`config.mk`:
```
export PLATFORM = sky130hd
export DESIGN_NAME = swb_bridge
export DESIGN_NICKNAME = d
export VERILOG_FILES = /design/src/rtl/swb_pkg.sv /design/src/rtl/swb_decode.sv /design/src/rtl/swb_merge.sv /design/src/rtl/swb_rdalign.sv /design/src/rtl/swb_bridge.sv
export SDC_FILE = /design/constraint.sdc
export NUM_CORES = 1
export LEC_CHECK = 0
export BUFFER_PORTS_ARGS = -buffer_cell sky130_fd_sc_hd__buf_2
export CORE_AREA = 2 2 139 141
export CTS_CLUSTER_DIAMETER = 50
export DETAILED_ROUTE_END_ITERATION = 6
export DIE_AREA = 0 0 141 143
export GPL_TIMING_DRIVEN = 0
export RECOVER_POWER = 50
export SLEW_MARGIN = 20
export SYNTH_ARGS = -nofsm -noshare
export SYNTH_HDL_FRONTEND = slang
export SYNTH_SLANG_ARGS = --single-unit
```
`constraint.sdc`:
```
create_clock -name clk -period 5.1 [get_ports clk]
set_input_delay 0.765 -clock clk [delete_from_list [all_inputs] [get_ports clk]]
set_output_delay 0.765 -clock clk [all_outputs]
set_load 0.01 [all_outputs]
```
`src/rtl/swb_pkg.sv`:
```
package swb_pkg;

   typedef enum logic [1:0] {
      TGT_NONE = 2'd0,
      TGT_CORE = 2'd1,
      TGT_DMA  = 2'd2,
      TGT_CTL  = 2'd3
   } swb_tgt_e;

   typedef enum logic [1:0] {
      ST_IDLE = 2'd0,
      ST_ACC  = 2'd1,
      ST_DONE = 2'd2
   } swb_state_e;

endpackage

```
`src/rtl/swb_decode.sv`:
```
module swb_decode
   import swb_pkg::*;
#(
   parameter int ADDR_W     = 7,
   parameter int BYTES      = 4,
   parameter int DMA_BASE   = 64,
   parameter int DMA_LIMIT  = 96,
   parameter int CTL_ADDR   = 112,
   parameter int PEEK_LIMIT = 116,
   parameter int CORE_IDX_W = 4,
   parameter int DMA_IDX_W  = 3
) (
   input  logic [ADDR_W-1:0]     addr,
   output swb_tgt_e              wr_tgt,
   output swb_tgt_e              rd_tgt,
   output swb_tgt_e              pk_tgt,
   output logic [CORE_IDX_W-1:0] core_idx,
   output logic [DMA_IDX_W-1:0]  dma_idx
);
   localparam int OFF_W = $clog2(BYTES);
   localparam logic [ADDR_W-1:0] DMA_B = ADDR_W'(DMA_BASE);
   localparam logic [ADDR_W-1:0] DMA_L = ADDR_W'(DMA_LIMIT);
   localparam logic [ADDR_W-1:0] CTL_A = ADDR_W'(CTL_ADDR);
   localparam logic [ADDR_W-1:0] PK_L  = ADDR_W'(PEEK_LIMIT);

   logic [ADDR_W-1:0] aligned;

   // access map: the control register answers one exact address
   function automatic swb_tgt_e access_region(input logic [ADDR_W-1:0] a);
      if (a < DMA_B)       return TGT_CORE;
      else if (a < DMA_L)  return TGT_DMA;
      else if (a == CTL_A) return TGT_CTL;
      else                 return TGT_NONE;
   endfunction

   // peek map: the whole span below PK_L past the DMA bank reads control
   function automatic swb_tgt_e peek_region(input logic [ADDR_W-1:0] a);
      if (a < DMA_B)      return TGT_CORE;
      else if (a < DMA_L) return TGT_DMA;
      else if (a < PK_L)  return TGT_CTL;
      else                return TGT_NONE;
   endfunction

   always_comb begin
      aligned  = {addr[ADDR_W-1:OFF_W], {OFF_W{1'b0}}};
      wr_tgt   = access_region(aligned);
      rd_tgt   = access_region(addr);
      pk_tgt   = peek_region(addr);
      core_idx = CORE_IDX_W'(addr >> OFF_W);
      dma_idx  = DMA_IDX_W'((addr - DMA_B) >> OFF_W);
   end

endmodule

```
`src/rtl/swb_merge.sv`:
```
module swb_merge #(
   parameter int DATA_W = 32,
   parameter int BYTES  = DATA_W / 8,
   parameter int OFF_W  = $clog2(BYTES),
   parameter int SIZE_W = $clog2(BYTES) + 1
) (
   input  logic [DATA_W-1:0] cur,
   input  logic [DATA_W-1:0] wdata,
   input  logic [OFF_W-1:0]  off,
   input  logic [SIZE_W-1:0] size,
   output logic [DATA_W-1:0] merged
);
   logic [DATA_W-1:0] placed;

   assign placed = wdata << {off, 3'b000};

   for (genvar i = 0; i < BYTES; i++) begin : g_lane
      logic hit;
      assign hit = (int'(off) <= i) && (i < int'(off) + int'(size));
      assign merged[8*i +: 8] = hit ? placed[8*i +: 8] : cur[8*i +: 8];
   end

endmodule

```
`src/rtl/swb_rdalign.sv`:
```
module swb_rdalign #(
   parameter int DATA_W = 32,
   parameter int BYTES  = DATA_W / 8,
   parameter int OFF_W  = $clog2(BYTES),
   parameter int SIZE_W = $clog2(BYTES) + 1
) (
   input  logic [DATA_W-1:0] word,
   input  logic [OFF_W-1:0]  off,
   input  logic [SIZE_W-1:0] size,
   output logic [DATA_W-1:0] data
);
   logic [DATA_W-1:0] shifted;

   assign shifted = word >> {off, 3'b000};

   for (genvar i = 0; i < BYTES; i++) begin : g_lane
      assign data[8*i +: 8] = (i < int'(size)) ? shifted[8*i +: 8] : 8'h00;
   end

endmodule

```
`src/rtl/swb_bridge.sv`:
```
module swb_bridge
   import swb_pkg::*;
#(
   parameter int DATA_W     = 32,
   parameter int ADDR_W     = 7,
   parameter int DMA_BASE   = 64,
   parameter int DMA_LIMIT  = 96,
   parameter int CTL_ADDR   = 112,
   parameter int PEEK_LIMIT = 116,
   parameter int BYTES      = DATA_W / 8,
   parameter int SIZE_W     = $clog2(BYTES) + 1,
   parameter int CORE_IDX_W = $clog2(DMA_BASE / BYTES),
   parameter int DMA_IDX_W  = $clog2((DMA_LIMIT - DMA_BASE) / BYTES)
) (
   input  logic                  clk,
   input  logic                  rst_n,
   input  logic                  h_req,
   input  logic                  h_we,
   input  logic [ADDR_W-1:0]     h_addr,
   input  logic [SIZE_W-1:0]     h_size,
   input  logic [DATA_W-1:0]     h_wdata,
   output logic [DATA_W-1:0]     h_rdata,
   output logic                  h_ready,
   output logic                  core_en,
   output logic [CORE_IDX_W-1:0] core_idx,
   input  logic [DATA_W-1:0]     core_rdata,
   input  logic [DATA_W-1:0]     core_pdata,
   output logic                  dma_en,
   output logic [DMA_IDX_W-1:0]  dma_idx,
   input  logic [DATA_W-1:0]     dma_rdata,
   input  logic [DATA_W-1:0]     dma_pdata,
   output logic                  ctl_en,
   input  logic [DATA_W-1:0]     ctl_rdata,
   input  logic [DATA_W-1:0]     ctl_pdata,
   output logic                  t_we,
   output logic [DATA_W-1:0]     t_wdata
);
   localparam int OFF_W = $clog2(BYTES);

   // elaboration-time parameter checks
   if ((DATA_W % 8) != 0 || BYTES < 2 || (BYTES & (BYTES - 1)) != 0) begin : g_bad_width
      $error("swb_bridge: DATA_W must be a power-of-two number of bytes");
   end
   if (DMA_BASE <= 0 || DMA_BASE >= DMA_LIMIT || (DMA_BASE % BYTES) != 0) begin : g_bad_dma
      $error("swb_bridge: DMA window must be word aligned and non-empty");
   end
   if (CTL_ADDR < DMA_LIMIT || CTL_ADDR >= PEEK_LIMIT || (CTL_ADDR % BYTES) != 0) begin : g_bad_ctl
      $error("swb_bridge: control address must be aligned and inside the peek span");
   end
   if (PEEK_LIMIT > (1 << ADDR_W)) begin : g_bad_addr
      $error("swb_bridge: window does not fit ADDR_W");
   end

   swb_state_e        state;
   logic              q_we;
   logic [ADDR_W-1:0] q_addr;
   logic [SIZE_W-1:0] q_size;
   logic [DATA_W-1:0] q_wdata;
   logic [SIZE_W-1:0] size_n;
   logic              in_acc;

   swb_tgt_e          wr_tgt, rd_tgt, pk_tgt, act_tgt;
   logic [DATA_W-1:0] cur_word, rd_word, merged, rd_aligned;

   // out-of-range size codes collapse to a full word
   assign size_n = (h_size == '0 || int'(h_size) > BYTES) ? SIZE_W'(BYTES) : h_size;
   assign in_acc = (state == ST_ACC);

   swb_decode #(
      .ADDR_W(ADDR_W), .BYTES(BYTES), .DMA_BASE(DMA_BASE), .DMA_LIMIT(DMA_LIMIT),
      .CTL_ADDR(CTL_ADDR), .PEEK_LIMIT(PEEK_LIMIT),
      .CORE_IDX_W(CORE_IDX_W), .DMA_IDX_W(DMA_IDX_W)
   ) u_decode (
      .addr(q_addr), .wr_tgt(wr_tgt), .rd_tgt(rd_tgt), .pk_tgt(pk_tgt),
      .core_idx(core_idx), .dma_idx(dma_idx)
   );

   always_comb begin
      unique case (pk_tgt)
         TGT_CORE: cur_word = core_pdata;
         TGT_DMA:  cur_word = dma_pdata;
         TGT_CTL:  cur_word = ctl_pdata;
         default:  cur_word = '0;
      endcase
      unique case (rd_tgt)
         TGT_CORE: rd_word = core_rdata;
         TGT_DMA:  rd_word = dma_rdata;
         TGT_CTL:  rd_word = ctl_rdata;
         default:  rd_word = '0;
      endcase
   end

   swb_merge #(.DATA_W(DATA_W), .BYTES(BYTES), .OFF_W(OFF_W), .SIZE_W(SIZE_W)) u_merge (
      .cur(cur_word), .wdata(q_wdata), .off(q_addr[OFF_W-1:0]), .size(q_size),
      .merged(merged)
   );

   swb_rdalign #(.DATA_W(DATA_W), .BYTES(BYTES), .OFF_W(OFF_W), .SIZE_W(SIZE_W)) u_rdalign (
      .word(rd_word), .off(q_addr[OFF_W-1:0]), .size(q_size), .data(rd_aligned)
   );

   // target strobes exist only in the access cycle
   assign act_tgt = q_we ? wr_tgt : rd_tgt;
   assign core_en = in_acc && (act_tgt == TGT_CORE);
   assign dma_en  = in_acc && (act_tgt == TGT_DMA);
   assign ctl_en  = in_acc && (act_tgt == TGT_CTL);
   assign t_we    = in_acc && q_we;
   assign t_wdata = merged;
   assign h_ready = (state == ST_DONE);

   always_ff @(posedge clk) begin
      if (!rst_n) begin
         state   <= ST_IDLE;
         q_we    <= 1'b0;
         q_addr  <= '0;
         q_size  <= SIZE_W'(BYTES);
         q_wdata <= '0;
         h_rdata <= '0;
      end else begin
         unique case (state)
            ST_IDLE: if (h_req) begin
               state   <= ST_ACC;
               q_we    <= h_we;
               q_addr  <= h_addr;
               q_size  <= size_n;
               q_wdata <= h_wdata;
            end
            ST_ACC: begin
               state   <= ST_DONE;
               h_rdata <= q_we ? '0 : rd_aligned;
            end
            default: state <= ST_IDLE;
         endcase
      end
   end


   one_strobe_chk: assert property (@(posedge clk) disable iff (!rst_n)
      $onehot0({core_en, dma_en, ctl_en}));


   fixed_latency_chk: assert property (@(posedge clk) disable iff (!rst_n)
      (state == ST_IDLE && h_req) |=> ##1 h_ready);


   ready_pulse_chk: assert property (@(posedge clk) disable iff (!rst_n)
      h_ready |=> !h_ready);


   rd_mask_chk: assert property (@(posedge clk) disable iff (!rst_n)
      (h_ready && !q_we && int'(q_size) < BYTES) |-> ((h_rdata >> {q_size, 3'b000}) == '0));


   rd_invalid_chk: assert property (@(posedge clk) disable iff (!rst_n)
      (in_acc && !q_we && rd_tgt == TGT_NONE) |=> (h_rdata == '0));


   wr_drop_chk: assert property (@(posedge clk) disable iff (!rst_n)
      (in_acc && q_we && wr_tgt == TGT_NONE) |-> !(core_en || dma_en || ctl_en));


   keep_lane0_chk: assert property (@(posedge clk) disable iff (!rst_n)
      (t_we && (core_en || dma_en || ctl_en) && q_addr[OFF_W-1:0] != '0)
         |-> (t_wdata[7:0] == cur_word[7:0]));


   reset_quiet_chk: assert property (@(posedge clk)
      !rst_n |=> (!h_ready && h_rdata == '0 && !core_en && !dma_en && !ctl_en));

endmodule

```
# ---- Word level (Yosys, flattened, before mapping)
# Cells that the tools add are included.
dict set report word_totals {
  ff_bits 77
  inputBits 238
  output_inout_bits 76
  elab_cells 76
}
dict set report classes {
  addsub 2
  magnitude_cmp 17
  eq_ne 14
  n_shift 2
  n_mux 24
  reduce_logical 11
}
# op count
set op_table {}
lappend op_table {{32-bit case mux with 3 select lines} 2}
lappend op_table {{3-bit by 32-bit < comparator with 1-bit output, first input constant} 2}
lappend op_table {{8-bit two-way mux} 8}
lappend op_table {{7-bit < comparator, second input constant} 5}
lappend op_table {{1-bit by 32-bit < comparator with 1-bit output, first input constant} 1}
lappend op_table {{2-bit by 32-bit < comparator with 1-bit output, first input constant} 1}
lappend op_table {{32-bit two-way mux} 1}
lappend op_table {{32-bit by 5-bit left shift with 32-bit output} 1}
lappend op_table {{32-bit by 5-bit >> shifter with 32-bit output} 1}
lappend op_table {{2-bit two-way mux} 11}
lappend op_table {{2-bit == test, second input constant} 7}
lappend op_table {{2-bit by 1-bit == test with 1-bit output, second input constant} 4}
lappend op_table {{7-bit == test, second input constant} 1}
lappend op_table {{1-bit logical AND} 7}
lappend op_table {{1-bit by 3-bit < comparator with 1-bit output, first input constant} 2}
lappend op_table {{2-bit by 3-bit < comparator with 1-bit output, first input constant} 2}
lappend op_table {{5-bit == test, second input constant} 1}
lappend op_table {{5-bit by 1-bit subtractor with 5-bit output, second input constant} 1}
lappend op_table {{2-bit by 3-bit adder with 4-bit output} 1}
lappend op_table {{2-bit by 1-bit less-or-equal comparator with 1-bit output, second input constant} 2}
lappend op_table {{2-bit case mux with 2 select lines} 1}
lappend op_table {{3-bit greater-than comparator, second input constant} 1}
lappend op_table {{3-bit logical NOT} 1}
lappend op_table {{3-bit two-way mux} 1}
lappend op_table {{5 further kinds} 5}

# ---- Logic depth before layout (Yosys ltp)
dict set report depth {
  word_depth 9
  mapped_depth 7
  depth_no_buf 6
}

# ---- Modules after synthesis
# Synthesis repeated with hierarchy kept, for this count alone.
dict set report unflattened {
  cells_unflattened 680
  hier_area_um2 6185.9
}
# mod instances cells_per_inst area_per_inst_um2 seq_area_each_um2
set by_module_without_submodules {}
lappend by_module_without_submodules {swb_bridge 1 440 4350.4 1541.5}
lappend by_module_without_submodules {swb_merge 1 128 1049.8 0.0}
lappend by_module_without_submodules {swb_rdalign 1 94 654.4 0.0}
lappend by_module_without_submodules {swb_decode 1 18 131.4 0.0}

# ---- Worst setup path before layout
# OpenSTA, ideal clock, no wires.
dict set report synth_path {
  kind {reg-to-output}
  startpoint {register q_addr[0]}
  endpoint {output port t_wdata[16]}
  arrival_ns 1.957
  required_ns 4.335
  setup_slack_ns 2.378
  stages_incl_launch_ff 7
  path_buffers 1
  cell_sequence {dfxtp_1 ha_1 fa_1 o22ai_1 a22o_1 buf_2 mux2i_1}
}
dict set report synth_between {
  elab_chain_len 7
  word_cells_on_any_way 16
  classes_between {1 x add/sub; 5 x order compare; 3 x eq/ne; 1 x shift; 5 x mux; 1 x reduce/logical}
}
# element line
set synth_rtl {}
lappend synth_rtl {{from (decl)} swb_bridge.sv:56} ;# logic [ADDR_W-1:0] q_addr;
lappend synth_rtl {{from (signal assigned)} swb_bridge.sv:124} ;# q_addr <= h_addr;
lappend synth_rtl {{parallel branches: the longest is 6 deep, another holds 3-bit by 32-bit < comparator with 1-bit output} -}
lappend synth_rtl {{8-bit two-way mux *} swb_merge.sv:20} ;# assign merged[8*i +: 8] = hit ? placed[8*i +: 8] : cur[8*i +: 8];
lappend synth_rtl {{to (decl)} swb_bridge.sv:36} ;# output logic [DATA_W-1:0] t_wdata
# Mark *: on every way between the ends.

# ---- Worst setup path after layout
dict set report layout_path {
  startpoint {register q_addr[5]}
  endpoint {output port t_wdata[24]}
}
dict set report layout_between {
  elab_chain_len 7
  word_cells_on_any_way 11
  classes_between {3 x order compare; 3 x eq/ne; 5 x mux}
}
# element line
set layout_rtl {}
lappend layout_rtl {{7-bit < comparator} swb_decode.sv:40} ;# else if (a < PK_L) return TGT_CTL;
lappend layout_rtl {{2-bit two-way mux} swb_decode.sv:40}
lappend layout_rtl {{2-bit two-way mux} swb_decode.sv:39} ;# else if (a < DMA_L) return TGT_DMA;
lappend layout_rtl {{2-bit two-way mux *} swb_decode.sv:38} ;# if (a < DMA_B) return TGT_CORE;
lappend layout_rtl {{2-bit == test or 2-bit by 1-bit == test with 1-bit output (tied branches)} swb_bridge.sv:79} ;# unique case (pk_tgt)
lappend layout_rtl {{32-bit case mux with 3 select lines *} swb_bridge.sv:79}
lappend layout_rtl {{8-bit two-way mux *} swb_merge.sv:20}
# Mark *: on every way between the ends. The rest lies on a longest branch, timed or not.

==> metrics.md <==
| Metric | Value |
|---|---|
| Clk Tree Root Cell | clkbuf_16 |
| Slew HR | 37.90% |
| Worst-path fanout max | 10 |
| Post-CTS setup repair buffer count | 0 |
| Register area | 1541 µm² |
| Drt first pass iters | 5 |
| Post-synth top area share | 27.86% |
| Synth-to-layout area growth | 38.78% |
| # fillers | 2022 |
| Worst Reg-to-Reg Cells | 7 |
| Leading area contributor after synthesis | dfxtp_1 |
| GRT Resource Usage Total | 26.42% |
| Hold crit path type | reg -> reg |
| Mapped Area | 5533 µm² |
| Dpl hpwl | 22.60 mm |
| Reg2reg setup slack | 2.62 ns |
| Final worst path period share | 75.24% |
| YS warnings | 0 |
| GPL Wtd Cong | 0.9131 |
| Least-Margin Pin Slew | 0.9243 ns |
| P_sw | 668.6 µW |
| Crit path capture type | output pin |
| Status | finished clean |
| Total grt overflow | 0 |
| # IOs | 314 |
| Die W | 141 µm |
| Worst slack, placed | 1.576 ns |
| Syn_area_per_cell | 7.558 µm² |
| Static leakage | 0.003307 µW |
| Mapped Nets | 974 |
| Clk network pwr share | 36.5% |
| CTS sink cnt | 77 |
| Site Rows | 50 |
| Largest net degree at the start of global routing | 16 |
| Post-DRT Antenna Nets | 0 |
| Nets | 1298 |
| Via density | 5.411 |
| Core ar. | 18580 µm² |
| WL final | 27.68 mm |
| DP Area | 7392 µm² |
| Number of synthesized register bits | 77 |
| Cells after Synth | 732 |
| First-pass GRT wire length | 39.55 mm |
| Initial antenna violation count | 0 |
| Vias in the first global route | 6713 |
| RSZ-0062 raised after global routing | no |
| Cell Int Power | 1318 µW |
| Setup Total Neg Slack | 0 ns |
| Post_cts resized | 0 |
| Worst Path Required | 4.34 ns |
| CTS H-Tree Depth | 3 |
| Sw Share | 33.66% |
| TritonCTS clock tree | built |
| Final hold slack | 0.4513 ns |
| Comb power frac | 29.9% |
| Layout cells sized above 1 | 31.01% |
| Worst-path clk slew | 0.06 ns |
| Setup Skew | 0.008760 ns |
| Setup violators final | 0 |
| Most common cell after layout, fill and taps aside | buf_2 |
| Critical path class | reg -> out |
| Seq pwr share | 33.6% |
| ANT cells | 0 |
| Cts hold-fix bufs | 0 |
| Worst Setup Start Kind | flop |
| DRC | 0 |
| Area of the multi-input gates | 3613 µm² |
| Max rail drop VDD | 152.1 µV |
| Max Cap Viol | 0 |
| Final hold vios | 0 |
| Worst skew pair latency | 0.35 ns |
| Tmin final | 3.837 ns |
| Die H | 143 µm |
| Starting DRC count in detailed routing | 324 |
| Maximum clock rate | 260.6 MHz |
| Starting density of the core | 29.78% |
| Most frequent cells in the layout | buf_2 (292), nand2_1 (148), a21oi_1 (81) |
| Via count | 7007 |
| Port Buffer Count | 313 |
| Netlist cell types | 44 |
| Pins Over Slew Limit | 0 |
| Die ar. | 20160 µm² |
| Setup ws final | 1.263 ns |
| Synth top area cells | dfxtp_1 (28%), mux2i_1 (12%), nand2_1 (10%) |
| Worst path arrival time | 3.07 ns |
| Num CTS Buffers | 9 |
| Clock Tree Buf Depth | 2 |
| Final Cell Area | 7679 µm² |
| Fraction of the yosys area taken by sequential cells | 27.86% |
| WHS Path Cells | 2 |
| WL/cell | 21.38 µm |
| Power density over the cells | 258.7 nW/µm² |
-- critical path, cell delays in order (launching register included) --
cell and delay, ns:
dfxtp_1 0.34, clkbuf_1 0.54, buf_1 0.69, mux2i_1 0.24, nand2_1 0.17, o211ai_1 0.14, o21ai_0 0.40, buf_2 0.21
-- path summary, 6_finish.rpt --
check              startpoint          end
setup / recovery    q_addr[5]  t_wdata[24]
hold / removal    h_rdata[31]  h_rdata[31]
setup reg to reg    q_addr[5]   h_rdata[3]
hold reg to reg   h_rdata[31]  h_rdata[31]
-- logic make-up after synthesis --
group           after synthesis  synth area share (%)
fa+ha+maj                     4                 1.040
buf+inv                      89                 6.829
simple gates                255                 21.55
mux                          78                 14.34
compound gates              229                 28.38
flops                        77                 27.86
-- layout make-up --
type                    count  area share, %
inverters                  12         0.5866
multi-input cells         566          47.06
plain buffers              77          4.334
well taps                 234          3.813
repair buffers            313          19.83
clock inverters             7          1.369
flip-flops and latches     77          20.07
clock buffers               9          2.933
-- cells in the mapped netlist, drive strengths merged --
library cell and count:
o2111ai 1, clkbuf 43, a22o 17, and2 14
mux2i 68, a31o 8, o311ai 8, a211oi 5
dfxtp 77, nand2 148, nor2 17, inv 12
nand2b 10, o221ai 8, a22oi 4, o22ai 1
o22a 1, a221oi 8, buf 34, mux2 10
nand3 16, or4b 1, o31ai 16, and3 25
nor2b 5, a31oi 11, ha 3, o21ai 12
o211ai 39, nor4 2, a221o 8, a21oi 81
nor3 4, fa 1, a21o 1, nand3b 11
or2 2
-- layer usage --
metal	global-route usage, %	part of all wire, %	wire length, µm	vias to the layer above
met5	0	0	0	-
met3	5.231	7.0	1946	70
met2	47.68	49	13640	385
met1	30.13	39	10840	3226
li1	-	-	-	3326
met4	12.11	4.5	1258	0
-- through the flow --
stage / total power (µW) / instances / util (%)
finish: 1986 / 1295 / 41.33
global route: 2083 / 1295 / 41.33
CTS: 2001 / 1295 / 41.56
detailed placement: 1272 / 1279 / 39.78
global placement: 1269 / 1279 / 39.78
floorplan: 991.8 / 732 / -
-- power groups by stage --
stage          combinational, µW  clock (µW)  sequential (µW)
2_1_floorplan                319           0              673
3_5_place_dp                 591           0              681
3_3_place_gp                 588           0              681
4_1_cts                      595         739              667
6_report                     593         725              668
5_1_grt                      641         772              671
-- state kept, by name, indices dropped and copies added (netlist names) --
| name | cells |
|---|---|
| h_rdata | 32 |
| q_wdata | 32 |
| q_addr | 7 |
| q_size | 3 |
| state | 2 |
| q_we | 1 |
Power figures use the tool's default switching activity.
